## config.mk

```make
export PLATFORM = sky130hd
export DESIGN_NAME = ltr_sort_queue
export DESIGN_NICKNAME = d
export VERILOG_FILES = /design/src/rtl/ltr_pkg.sv /design/src/rtl/ltr_sort_queue.sv
export SDC_FILE = /design/constraint.sdc
export NUM_CORES = 1
export LEC_CHECK = 0
export CAP_MARGIN = 30
export CORE_ASPECT_RATIO = 0.75
export CORE_MARGIN = 2
export CORE_UTILIZATION = 55
export CTS_BUF_LIST = sky130_fd_sc_hd__clkbuf_2 sky130_fd_sc_hd__clkbuf_4 sky130_fd_sc_hd__clkbuf_8
export CTS_CLUSTER_SIZE = 16
export DETAILED_ROUTE_END_ITERATION = 8
export GPL_TIMING_DRIVEN = 0
export PLACE_DENSITY = 0.81
export SETUP_SLACK_MARGIN = 0.1
export SLEW_MARGIN = 10
export SYNTH_ARGS = -nofsm -noshare
export SYNTH_HDL_FRONTEND = slang
export SYNTH_SLANG_ARGS = --single-unit
```

## constraint.sdc

```tcl
create_clock -name clk -period 7.7 [get_ports clk]
set_input_delay 1.925 -clock clk [delete_from_list [all_inputs] [get_ports clk]]
set_output_delay 1.925 -clock clk [all_outputs]
set_load 0.05 [all_outputs]
```

## src/rtl/ltr_pkg.sv

```systemverilog
package ltr_pkg;
    localparam int unsigned ADDR_W  = 4;
    localparam int unsigned DATA_W  = 8;
    localparam int unsigned TS_W    = 8;
    localparam int unsigned Q_DEPTH = 16;
    localparam int unsigned N_LOC   = 1 << ADDR_W;

    typedef logic [ADDR_W-1:0] addr_t;
    typedef logic [DATA_W-1:0] data_t;
    typedef logic [TS_W-1:0]   ts_t;

    typedef struct packed {
        addr_t addr;
        logic  is_store;
        data_t data;
        ts_t   ts;
    } inform_t;

    typedef struct packed {
        logic  hit;
        addr_t addr;
        ts_t   ts;
    } verdict_t;

    // an already-queued entry stays ahead of a newcomer with the same stamp
    function automatic logic stays_ahead(input ts_t queued, input ts_t incoming);
        return queued <= incoming;
    endfunction

    function automatic logic load_mismatch(input inform_t ent, input data_t shadow);
        return !ent.is_store && (ent.data != shadow);
    endfunction
endpackage

```

## src/rtl/ltr_sort_queue.sv

```systemverilog
module ltr_sort_queue
    import ltr_pkg::*;
#(
    parameter int unsigned DEPTH = Q_DEPTH
) (
    input  logic    clk,
    input  logic    rst,
    input  logic    push,
    input  inform_t push_ent,
    input  logic    pop,
    output inform_t head,
    output logic    head_vld,
    output logic    full
);
    inform_t            ent_q  [DEPTH];
    logic [DEPTH-1:0]   vld_q;
    inform_t            sh     [DEPTH];
    logic [DEPTH-1:0]   sh_vld;
    logic [DEPTH-1:0]   le;
    inform_t            nxt    [DEPTH];
    logic [DEPTH-1:0]   nxt_vld;

    assign head     = ent_q[0];
    assign head_vld = vld_q[0];
    assign full     = vld_q[DEPTH-1];

    for (genvar i = 0; i < DEPTH; i++) begin : g_slot
        // view of the queue after an optional pop of the head
        if (i < DEPTH-1) begin : g_shift
            always_comb begin
                sh[i]     = pop ? ent_q[i+1] : ent_q[i];
                sh_vld[i] = pop ? vld_q[i+1] : vld_q[i];
            end
        end else begin : g_last
            always_comb begin
                sh[i]     = pop ? '0 : ent_q[i];
                sh_vld[i] = pop ? 1'b0 : vld_q[i];
            end
        end

        assign le[i] = sh_vld[i] && stays_ahead(sh[i].ts, push_ent.ts);

        // stable insertion: keep, take the newcomer, or shift down by one
        if (i == 0) begin : g_first
            always_comb begin
                if (!push || le[i]) begin
                    nxt[i]     = sh[i];
                    nxt_vld[i] = sh_vld[i];
                end else begin
                    nxt[i]     = push_ent;
                    nxt_vld[i] = 1'b1;
                end
            end
        end else begin : g_rest
            always_comb begin
                if (!push || le[i]) begin
                    nxt[i]     = sh[i];
                    nxt_vld[i] = sh_vld[i];
                end else if (le[i-1]) begin
                    nxt[i]     = push_ent;
                    nxt_vld[i] = 1'b1;
                end else begin
                    nxt[i]     = sh[i-1];
                    nxt_vld[i] = sh_vld[i-1];
                end
            end
        end

        always_ff @(posedge clk) begin
            if (rst) begin
                ent_q[i] <= '0;
                vld_q[i] <= 1'b0;
            end else begin
                ent_q[i] <= nxt[i];
                vld_q[i] <= nxt_vld[i];
            end
        end

        if (i > 0) begin : g_chk
            // stored entries stay sorted by timestamp
            p_sorted_r4: assert property (@(posedge clk) disable iff (rst)
                vld_q[i] |-> (ent_q[i-1].ts <= ent_q[i].ts));
            // occupied slots form a contiguous run from the head
            p_contig_r1: assert property (@(posedge clk) disable iff (rst)
                vld_q[i] |-> vld_q[i-1]);
        end
    end

    // a full queue never takes a new entry
    p_no_overflow_r1: assert property (@(posedge clk) disable iff (rst)
        push |-> (!full || pop));

    p_no_empty_pop_r3: assert property (@(posedge clk) disable iff (rst)
        pop |-> head_vld);
endmodule

```

* Word-level counts from Yosys, hierarchy flattened
Memory sizes are Yosys's and may differ from the RTL's.
Cells that the tools add are included.
Widths: inputs -> output; s select.
** Word-level totals
- Flip-flop bits (word level) :: 16
- Memory bits (writable) :: 336
- Bits of input ports :: 25
- Output and inout bits :: 23
- Word-level logic and storage cells :: 195
- Memories kept :: 1
** Cells by class
- $lt $le $gt $ge :: 16
- Mux-type cells :: 113
- Bitwise operators :: 16
- Reduce and logical (&&, ||, !) cells :: 33
** Memory list
- ent_q :: words 16, bits a word 21, read ports 16, clocked after memory_dff 0, write ports 16, line ltr_sort_queue.sv:15 : inform_t ent_q [DEPTH];
** Operators with widths (count)
- $mux 21 :: 63
- $le 8x8->1 :: 16
- $mux 1 :: 50
- $logic_and 1x1->1 :: 16
- $logic_or 1x1->1 :: 16
- $or 1x1->1 :: 16
- $logic_not 1->1 :: 1

* Longest topological paths before layout
- Depth in word-level cells :: 6
- Depth in mapped cells :: 16
- Gate-level depth less buffers :: 9

* Worst setup path after synthesis
No wires, ideal clock.
- Kind :: input to register
- Start point :: input port pop
- End point :: memory ent_q[1][63] in the netlist's numbering
- Setup time :: 0.130 ns
- Arrival time :: 4.441 ns
- Required time :: 7.570 ns
- Setup slack :: 3.129 ns
- Stages :: 15
- Path buffers :: 7
- Cell sequence :: buf_6 -> buf_12 -> buf_6 -> buf_2 -> mux2_2 -> ha_1 -> nor2b_1 -> o211ai_1 -> a211o_1 -> buf_2 -> and2_1 -> buf_6 -> o21ai_4 -> buf_6 -> o32ai_1
** RTL lines
- from (decl) :: line ltr_sort_queue.sv:10 : input logic pop,
- to (decl) :: line ltr_sort_queue.sv:15

==> impl_results.md <==
- Via count of the first global-routing pass: 18400
- Root Buffer: clkbuf_8
- Min cycle time layout: 5260 ps
- Initial Util: 0.558
- Highest routing layer actually used: met4
- Final clock period utilization by the worst path: 0.683
- Comb power frac: 0.137
- RSZ-0062 raised after global routing: false
- Port Buffers: 46
- Largest area contributor in the synthesized netlist: dfxtp_1
- TritonCTS clock tree: yes
- Number of post-CTS setup repair buffers: 0
- Met3 WL post-DR: 6360 µm
- Net Switching: 0.00116 W
- P&R area growth vs syn: 10.2%
- DRT Pass-1 Iters: 6
- Most common cell in the netlist: mux2i_1
- Register Area: 7050 µm²
- Final Skew: 56.3 ps
- CTS sink cnt: 352
- Worst-Margin Slew: 1100 ps
- P_int: 0.00289 W
- Final Hold Viols: 0
- DRC Markers: 0
- Sw Ratio: 0.286
- Static Leak: 10.6 nW
- CTS resizes: 0
- Clock latency on the worst-skew pair: 670 ps
- CP required: 8190 ps
- WL per Instance: 21.3 µm
- Gr usage total: 0.294
- # H-tree levels: 2
- CP most frequent cell: buf_6
- Wirelength, routed: 62400 µm
- VDD IR max: 0.000143 V
- Critical-path top delay cell: clkdlybuf4s50_1
- Post-DR vias/cell: 6.27
- Synth Flop Type: dfxtp_1
- Post-synth EDFFs: 0
- Element type at the critical path start: input pin
- Mapped Avg Cell Area: 9.78 µm²
- Worst rel slew slack: 0.269
- Syn nets: 2412
- CP top delay family: buffers and inverters
- Ys async rst share: 0
- Routability cong.: 0.928
- Inserted Clock Buffers: 54
- Mapped cell area: 22100 µm²
- Critical path class: in -> reg
- Io pins: 48
- Yosys warnings: 0
- Setup-failing EPs final: 0
- Clock buffer depth: 3
- Synth Register Bits: 352
- Cells after DPL: 2826
- PwrDens: 166 nW/µm²
- Critical path arrival: 5760 ps
- Worst hold slack: 491 ps
- Setup crit end kind: flip-flop
- GRT Residual Overflow: 0
- Std cell rows: 63
- Overall power: 0.00405 W
- Slew Viols, Final: 0
- F_max: 190 MHz
- Status: finished, final reports clean
- Pin count of the biggest net entering global routing: 21
- Synth cell types: 66
- Crit path max fanout: 10
- Die width: 235 µm
- CTS Hold Bufs: 0
- Filler cells: 3328
- Finished Layout Cells: 2924
- Yosys top cell area share: 0.319
- Die Height: 178 µm
- Clk pwr share: 0.403
- Synth top area cells: dfxtp_1, mux2i_1, mux2_2
- Fraction of layout cells with a size suffix above 1: 0.211
- M1 WL: 27700 µm
- Top post-synthesis cells by count: mux2i_1, dfxtp_1, mux2_2
- Area of the multi-input gates: 13400 µm²
- Flop pwr share: 0.461
- Setup TNS: 0 ps
- Via count: 18300
- CP cell instances: clkdlybuf4s50_1 > buf_6 > buf_12 > buf_6 > buf_6 > buf_2 > mux2i_1 > inv_1 > ha_1 > nor2b_1 > o211ai_1 > a211o_1 > and3_1 > o21ai_1 > buf_2 > o22ai_1
- Seq/Total Area, Yosys: 0.319
- Antenna violations before repair: 0
- Max incr delay on CP: 530 ps
- Core Area: 39600 µm²
- CP Buf/Inv Count: 8
- DP HPWL: 49400 µm
- Global-route wire length before repair: 98600 µm
- Clk slew on worst S/H paths: 60 ps
- Gate count of the mapped netlist: 2259
- Die area: 41800 µm²
- Initial DRC count: 1655
- Hold crit path type: reg -> reg
- Max cap viols: 0
- Util after Layout: 0.615
- Post-DRT Antenna Nets: 0
- Met2 wire length: 27200 µm
- Post-layout nets: 2515
## flip-flops by register name, indices dropped and copies added (netlist names)
name / cells
full: 1
vld_q: 14
ent_q: 336
head_vld: 1
## placed cells by master, fill, tap and decap left out, types with 15 or more instances in the layout
| cell | n |
|---|---|
| mux2_4 | 34 |
| a211oi_1 | 31 |
| a22o_1 | 20 |
| a21oi_1 | 79 |
| clkdlybuf4s50_1 | 46 |
| mux2_2 | 175 |
| nand4_1 | 30 |
| inv_1 | 103 |
| clkbuf_1 | 51 |
| o21ai_0 | 60 |
| and2_1 | 15 |
| nor2b_1 | 25 |
| o32ai_1 | 36 |
| o211ai_1 | 15 |
| buf_4 | 50 |
| nand2_1 | 94 |
| clkbuf_4 | 22 |
| buf_2 | 65 |
| mux2i_1 | 360 |
| o2bb2ai_1 | 22 |
| nor2_1 | 107 |
| ha_1 | 128 |
| o22ai_2 | 21 |
| nand3_1 | 36 |
| a32o_1 | 33 |
| buf_6 | 25 |
| dfxtp_1 | 352 |
| clkbuf_8 | 62 |
| o22ai_1 | 155 |
## stage by stage
stage                     area (µm²)  worst slack [ps]
after floorplan                22100              3130
after CTS                      24300              2550
after global placement         23200              2000
final                          24300              2440
after detailed placement       23200              1890
after global routing           24300              2140
## worst paths after layout
kind / depth (start not counted) / slack, ps / endpoint / from
setup reg to reg: 8 / 5100 / ent_q[1][84]$_SDFF_PP0_ / ent_q[1][112]$_SDFF_PP0_
hold / removal: 1 / 490 / ent_q[1][164]$_SDFFE_PP0P_ / ent_q[1][164]$_SDFFE_PP0P_
hold reg to reg: 1 / 490 / ent_q[1][164]$_SDFFE_PP0P_ / ent_q[1][164]$_SDFFE_PP0P_
setup / recovery: 16 / 2440 / ent_q[0][108]$_SDFF_PP0_ / pop
## layer usage
| metal | global-route usage | up-vias |
|---|---|---|
| met3 | 0.0646 | 118 |
| met2 | 0.465 | 833 |
| met1 | 0.403 | 8721 |
| li1 | - | 8660 |
| met4 | 0.0839 | 0 |
| met5 | 0 | - |
## cell families (layout without fill, tap and decap cells)
family                     after synthesis  in the layout  share of synthesized area
AOI/OAI and AO/OA                      554            554                      0.182
and+or+nand+nor                        341            341                     0.0739
adders and majority gates              128            128                     0.0725
buffers and inverters                  309            453                     0.0740
other                                    0              1                          0
muxes                                  575            575                      0.278
DFF                                    352            352                      0.319
## area by class of cell
class,count,area share
diodes,1,0.000103
inverters,110,0.0170
flip-flops and latches,352,0.290
well taps,520,0.0267
repair buffers,47,0.0201
clock inverters,13,0.00350
multi-input cells,1598,0.551
plain buffers,199,0.0502
clock buffers,84,0.0418
## power by group through the flow
stage | clock network, W | logic (W) | registers [W]
2_1_floorplan | 0 | 0.000370 | 0.00190
3_3_place_gp | 0 | 0.000515 | 0.00190
3_5_place_dp | 0 | 0.000536 | 0.00191
4_1_cts | 0.00163 | 0.000540 | 0.00187
5_1_grt | 0.00172 | 0.000585 | 0.00187
6_report | 0.00163 | 0.000553 | 0.00187
No activity file was read; power rests on OpenSTA's default activity.
